**src/rtl/pio_pkg.sv**
```systemverilog
package pio_pkg;
  typedef enum logic [1:0] {
    REG_DATA = 2'd0,
    REG_DIR  = 2'd1,
    REG_MASK = 2'd2,
    REG_CAP  = 2'd3
  } reg_sel_e;

  localparam int KIND_OUT   = 0;
  localparam int KIND_IN    = 1;
  localparam int KIND_BIDIR = 2;

  localparam int EDGE_RISE = 0;
  localparam int EDGE_FALL = 1;
  localparam int EDGE_ANY  = 2;
endpackage

```
**src/rtl/pio_sync_edge.sv**
```systemverilog
module pio_sync_edge #(
  parameter int WIDTH     = 8,
  parameter int EDGE_MODE = 0
) (
  input  logic             clk,
  input  logic             rst_n,
  input  logic [WIDTH-1:0] pin_i,
  output logic [WIDTH-1:0] level_o,
  output logic [WIDTH-1:0] edge_o
);
  logic [WIDTH-1:0] meta_q, sync_q, prev_q;

  always_ff @(posedge clk) begin
    if (!rst_n) begin
      meta_q <= '0;
      sync_q <= '0;
      prev_q <= '0;
    end else begin
      meta_q <= pin_i;
      sync_q <= meta_q;
      prev_q <= sync_q;
    end
  end

  assign level_o = sync_q;

  generate
    if (EDGE_MODE == pio_pkg::EDGE_FALL) begin : g_fall
      assign edge_o = ~sync_q & prev_q;
    end else if (EDGE_MODE == pio_pkg::EDGE_ANY) begin : g_any
      assign edge_o = sync_q ^ prev_q;
    end else begin : g_rise
      assign edge_o = sync_q & ~prev_q;
    end
  endgenerate

  // An edge always reflects a change of the synchronised level
  AST_EDGE_IS_CHANGE: assert property (@(posedge clk) disable iff (!rst_n)
    (edge_o != '0) |-> (sync_q != prev_q));
endmodule

```
**src/rtl/pio_capture.sv**
```systemverilog
module pio_capture #(
  parameter int WIDTH      = 8,
  parameter bit CAPTURE_EN = 1'b1
) (
  input  logic             clk,
  input  logic             rst_n,
  input  logic [WIDTH-1:0] edge_i,
  input  logic             clr_i,
  output logic [WIDTH-1:0] cap_o
);
  logic [WIDTH-1:0] cap_q;

  generate
    if (CAPTURE_EN) begin : g_cap
      always_ff @(posedge clk) begin
        if (!rst_n) cap_q <= '0;
        else if (clr_i) cap_q <= edge_i;
        else cap_q <= cap_q | edge_i;
      end
    end else begin : g_nocap
      always_ff @(posedge clk) cap_q <= '0;
    end
  endgenerate

  assign cap_o = cap_q;

  AST_CAP_STICKY: assert property (@(posedge clk) disable iff (!rst_n)
    !clr_i |=> ((cap_q & $past(cap_q)) == $past(cap_q)));
  AST_CAP_CLEAR: assert property (@(posedge clk) disable iff (!rst_n)
    (clr_i && edge_i == '0) |=> (cap_q == '0));
  AST_EDGE_KEPT: assert property (@(posedge clk) disable iff (!rst_n)
    (CAPTURE_EN && edge_i != '0) |=> ((cap_q & $past(edge_i)) == $past(edge_i)));
endmodule

```
**src/rtl/pio_port.sv**
```systemverilog
module pio_port #(
  parameter int WIDTH     = 8,
  parameter int PORT_KIND = pio_pkg::KIND_BIDIR,
  parameter int EDGE_MODE = pio_pkg::EDGE_RISE
) (
  input  logic             clk,
  input  logic             rst_n,
  input  logic             bus_sel,
  input  logic             bus_we,
  input  logic [1:0]       bus_addr,
  input  logic [WIDTH-1:0] bus_wdata,
  output logic [WIDTH-1:0] bus_rdata,
  output logic             bus_rvalid,
  input  logic [WIDTH-1:0] pin_in,
  output logic [WIDTH-1:0] pin_out,
  output logic [WIDTH-1:0] pin_oe,
  output logic             irq
);
  import pio_pkg::*;

  localparam bit CAPTURE_EN = (PORT_KIND != KIND_OUT);

  logic [WIDTH-1:0] out_q, dir_q, mask_q, dir_eff;
  logic [WIDTH-1:0] level, edges, cap;
  logic             wr, rd, cap_clr;
  reg_sel_e         sel;

  assign sel     = reg_sel_e'(bus_addr);
  assign wr      = bus_sel & bus_we;
  assign rd      = bus_sel & ~bus_we;
  assign cap_clr = wr && (sel == REG_CAP);

  pio_sync_edge #(.WIDTH(WIDTH), .EDGE_MODE(EDGE_MODE)) sync_i (
    .clk(clk), .rst_n(rst_n), .pin_i(pin_in), .level_o(level), .edge_o(edges));

  pio_capture #(.WIDTH(WIDTH), .CAPTURE_EN(CAPTURE_EN)) cap_i (
    .clk(clk), .rst_n(rst_n), .edge_i(edges), .clr_i(cap_clr), .cap_o(cap));

  always_ff @(posedge clk) begin
    if (!rst_n) begin
      out_q  <= '0;
      dir_q  <= '0;
      mask_q <= '0;
    end else if (wr) begin
      case (sel)
        REG_DATA: out_q  <= bus_wdata;
        REG_DIR:  dir_q  <= bus_wdata;
        REG_MASK: mask_q <= bus_wdata;
        default:  ;
      endcase
    end
  end

  generate
    if (PORT_KIND == KIND_IN) begin : g_in
      assign dir_eff = '0;
    end else if (PORT_KIND == KIND_OUT) begin : g_out
      assign dir_eff = '1;
    end else begin : g_bidir
      assign dir_eff = dir_q;
    end
  endgenerate

  always_ff @(posedge clk) begin
    if (!rst_n) begin
      bus_rdata  <= '0;
      bus_rvalid <= 1'b0;
    end else begin
      bus_rvalid <= rd;
      if (rd) begin
        case (sel)
          REG_DATA: bus_rdata <= (dir_eff & out_q) | (~dir_eff & level);
          REG_DIR:  bus_rdata <= dir_eff;
          REG_MASK: bus_rdata <= mask_q;
          default:  bus_rdata <= cap;
        endcase
      end
    end
  end

  assign pin_out = out_q;
  assign pin_oe  = dir_eff;
  assign irq     = |(cap & mask_q);

  AST_RVALID_FOLLOWS: assert property (@(posedge clk) disable iff (!rst_n)
    rd |=> bus_rvalid);
  AST_OE_STABLE: assert property (@(posedge clk) disable iff (!rst_n)
    !(wr && sel == REG_DIR) |=> $stable(pin_oe));
  AST_IRQ_HOLD: assert property (@(posedge clk) disable iff (!rst_n)
    (irq && !(wr && (sel == REG_CAP || sel == REG_MASK))) |=> irq);
  AST_IRQ_DROP: assert property (@(posedge clk) disable iff (!rst_n)
    (cap_clr && edges == '0) |=> !irq);
endmodule

```
**config.mk**
```make
export PLATFORM = sky130hd
export DESIGN_NAME = pio_port
export DESIGN_NICKNAME = d
export VERILOG_FILES = /design/src/rtl/pio_pkg.sv /design/src/rtl/pio_sync_edge.sv /design/src/rtl/pio_capture.sv /design/src/rtl/pio_port.sv
export SDC_FILE = /design/constraint.sdc
export NUM_CORES = 1
export LEC_CHECK = 0
export BUFFER_PORTS_ARGS = -buffer_cell sky130_fd_sc_hd__clkbuf_2
export CORE_UTILIZATION = 40
export CTS_CLUSTER_SIZE = 12
export DETAILED_ROUTE_END_ITERATION = 6
export PLACE_DENSITY = 0.72
export SKIP_CTS_REPAIR_TIMING = 1
export SLEW_MARGIN = 20
export SYNTH_ARGS = -nofsm -noshare
export SYNTH_HDL_FRONTEND = slang
export SYNTH_SLANG_ARGS = --single-unit
```
**constraint.sdc**
```tcl
create_clock -name clk -period 1.5 [get_ports clk]
set_input_delay 0.225 -clock clk [delete_from_list [all_inputs] [get_ports clk]]
set_output_delay 0.225 -clock clk [all_outputs]
set_load 0.02 [all_outputs]
```
==> flow_metrics.py <==
metrics = {
    "synthesis": {
        "synth-simple-area-share_pct": 20.5,
        "synthXorXnorAreaFrac_pct": 0,
        "yosysSeqAreaShare_pct": 52.7,
        "syn_area_per_cell_um2": 9.68,
        "ys_ff_latch": 65,
        "yosys-mux-area-fraction_pct": 6.09,
        "synth-compound-area-share_pct": 15.6,
        "postSynthNetCount": 277,
        "post_synth_fa_ha_maj_area_fraction_pct": 0,
        "main_combinational_cell_family_by_area_after_synthesis": "simple AND/OR/NAND/NOR gates",
        "ys_types": 30,
        "synthCells": 255,
        "area_of_the_mapped_netlist_um2": 2470,
        "ys_warn_count": 0,
    },
    "place": {
        "placedCellCount": 370,
        "buffer_ports.inserted": 47,
        "routabilityCongestion": 0.767,
        "post-dp-hpwl_mm": 3.85,
        "place_ws_ns": 0.150,
    },
    "clock_network": {
        "number_of_clock_sinks": 65,
        "insertion_delay_ns": 0.34,
        "cts_inserted_buffers": 9,
        "ctsLongestPathBuffers": 2,
        "root_buffer": "sky130_fd_sc_hd__clkbuf_8",
        "clkSlewWorstSetupHoldPaths_ns": 0.07,
        "ctsHtreeMaxLevel": 3,
        "tritoncts": "yes",
    },
    "power_and_ir_drop": {
        "net-switching-power_uw": 852,
        "power_frac_clock_pct": 43.1,
        "netSwitchingFraction_pct": 23.1,
        "fin_total_pwr_uw": 3680,
        "pwr_density_cell_nw_per_um2": 1230,
        "sequentialPowerShare_pct": 49.7,
        "power.combinational.fraction_pct": 7.2,
        "max-vdd-ir-drop_v": 0.000742,
        "cell_internal_pwr_uw": 2830,
        "p_leak_uw": 0.00123,
    },
    "sta": {
        "tightestPinTransition_ns": 0.421,
        "maximum_clock_rate_ghz": 0.685,
        "slew_headroom_pct": 71.9,
        "final_max_slew_viols": 0,
        "final-hold-violation-count": 0,
        "layout_skew_ns": 0.00691,
        "finalCritPeriodShare_pct": 97.3,
        "final.min_clock_period_ns": 1.46,
        "final_ws_setup_ns": 0.0404,
        "setup_viol_count_final": 0,
    },
    "worst_setup_path": {
        "setup_crit_start_kind": "register",
        "critPathKind": "reg -> out",
        "critPathMaxFanout": 3,
        "setup.reg_to_reg.worst_slack_ns": 0.34,
        "crit_path_arrival_time_ns": 1.23,
        "cp_data_required_time_ns": 1.27,
        "critical_path.endpoint_type": "primary output",
    },
    "grt": {
        "grt_pass1_wl_mm": 8.83,
        "antenna_found_initial": 0,
        "globalRouteTotalUtil_pct": 18.6,
        "largest_net_degree_at_the_start_of_global_routing": 25,
        "grt_overflow_total": 0,
        "grt_pass1_vias": 1878,
    },
    "die": {
        "die_height_um": 80.5,
        "fp.coreArea_um2": 5920,
        "floorplan.initialDensity_pct": 41.7,
        "boundaryPins": 48,
        "die_x_um": 80.5,
        "die_area_um2": 6490,
        "rows": 28,
    },
    "routing": {
        "first_pass_iters": 4,
        "routed_wirelength_mm": 5.39,
        "via_count": 1926,
        "wl_per_cell_um": 14.0,
        "antenna_left": 0,
        "iteration_0_drc_markers": 76,
        "vias_per_cell": 5.00,
        "drt_drc_violations_left": 0,
    },
    "run": {
        "cap_violations": 0,
    },
    "hold_path": {
        "hold_class": "in -> reg",
    },
    "final_layout": {
        "insertedDiodeCount": 0,
        "area_growth_from_synthesis_to_final_layout_pct": 21.6,
        "final_layout_size_suffix_gt1_share_pct": 26.1,
        "num-nets-final": 328,
        "layout.core_utilization_pct": 50.7,
        "fin_cells": 385,
    },
    "outcome": {
        "run_status": "finished, final reports clean",
    },
}
## registers in the layout (all words and copies together), names as in the netlist
name            count
bus_rdata           8
bus_rvalid          1
cap_i.cap_o         8
mask_q              8
pin_oe              8
pin_out             8
sync_i.level_o      8
sync_i.meta_q       8
sync_i.prev_q       8
## cells in the mapped netlist (all sizes together)
master	n	area, µm²
a211oi	7	52.6
a21oi	16	80.1
a22o	8	70.1
a22oi	4	30.0
a41oi	1	16.3
and2	31	194
and4b	2	20.0
and4bb	1	12.5
buf	8	63.8
clkbuf	6	22.5
dfxtp	65	1300
inv	10	37.5
mux2i	15	150
nand2	42	165
nand2b	1	6.26
nand4	1	6.26
nand4b	2	23.8
nor2	15	56.3
nor2b	2	12.5
o21a	7	52.6
o22ai	1	6.26
o31ai	1	7.51
o32ai	8	70.1
or4b	1	10.0
## cell type report
| type | count | area [µm²] |
|---|---|---|
| clock buffer | 10 | 128 |
| clock inverter | 5 | 81.3 |
| fill | 551 | 2920 |
| inverter | 10 | 37.5 |
| multi-input combinational | 166 | 1060 |
| sequential | 65 | 1310 |
| tap | 75 | 93.8 |
| timing repair buffer | 54 | 290 |
## cell families (layout without fill, tap and decap cells)
group	after synthesis	in the layout
mux	15	15
compound gates	53	53
simple gates	98	98
buf+inv	24	79
flops	65	65
## metal layers
metal  vias up  track usage [%]  share of wire [%]
li1        979                -                  -
met1       901             22.4                 47
met2        36             30.5                 48
met3        10             4.09                3.2
met4         0             10.2                2.2
met5         -                0                  0
## critical path, stage by stage, from the launching register on
cell and delay [ns]:
sky130_fd_sc_hd__dfxtp_1 0.35, sky130_fd_sc_hd__a22oi_2 0.20, sky130_fd_sc_hd__nand4_1 0.15, sky130_fd_sc_hd__buf_4 0.19
## power by group through the flow
stage	sequential [µW]	clock, µW	combinational [µW]
6_report	1830	1590	266
5_1_grt	1840	1700	297
4_1_cts	1830	1620	267
3_5_place_dp	1860	0	265
3_3_place_gp	1860	0	261
2_1_floorplan	1870	0	156
## per-stage QoR
stage	hold WS, ns	area [µm²]	setup TNS [ns]
6_report	0.0817	3000	0
5_1_grt	0.0748	3000	-0.0294
4_1_cts	0.0710	2970	0
3_5_place_dp	0.418	2760	0
3_3_place_gp	0.419	2760	0
2_1_floorplan	0.352	2470	0
## path summary, 6_finish.rpt
check | cells past startpoint | end | startpoint
setup / recovery | 3 | irq | cap_i.cap_o[3]$_SDFF_PN0_
setup reg to reg | 3 | bus_rdata[5]$_SDFFE_PN0P_ | pin_out[5]$_SDFFE_PN0P_
hold / removal | 2 | sync_i.meta_q[3]$_SDFF_PN0_ | pin_in[3]
hold reg to reg | 1 | sync_i.level_o[2]$_SDFF_PN0_ | sync_i.meta_q[2]$_SDFF_PN0_
## cells in the final DEF (no fill, tap or decap)
cell type                     n
sky130_fd_sc_hd__or4b_1       1
sky130_fd_sc_hd__a22oi_2      4
sky130_fd_sc_hd__clkinvlp_4   1
sky130_fd_sc_hd__nor2_1      15
sky130_fd_sc_hd__nand2b_1     1
sky130_fd_sc_hd__inv_2        1
sky130_fd_sc_hd__clkbuf_8     9
sky130_fd_sc_hd__o32ai_1      8
sky130_fd_sc_hd__nand4b_1     1
sky130_fd_sc_hd__mux2i_1     15
sky130_fd_sc_hd__nand2_1     41
sky130_fd_sc_hd__clkbuf_2    46
sky130_fd_sc_hd__inv_1        9
sky130_fd_sc_hd__o21a_1       7
sky130_fd_sc_hd__o22ai_1      1
sky130_fd_sc_hd__and4bb_2     1
sky130_fd_sc_hd__a211oi_1     7
sky130_fd_sc_hd__bufinv_16    2
sky130_fd_sc_hd__dfxtp_2      4
sky130_fd_sc_hd__nand4b_2     1
sky130_fd_sc_hd__buf_4        8
sky130_fd_sc_hd__nand2_4      1
sky130_fd_sc_hd__nand4_1      1
sky130_fd_sc_hd__a22o_1       8
sky130_fd_sc_hd__clkbuf_1     1
sky130_fd_sc_hd__nor2b_1      2
sky130_fd_sc_hd__clkinv_2     1
sky130_fd_sc_hd__a41oi_2      1
sky130_fd_sc_hd__and2_1      31
sky130_fd_sc_hd__and4b_1      2
sky130_fd_sc_hd__clkinv_4     1
sky130_fd_sc_hd__o31ai_1      1
sky130_fd_sc_hd__a21oi_1     16
sky130_fd_sc_hd__dfxtp_1     61
(Power assumes the default switching activity.)
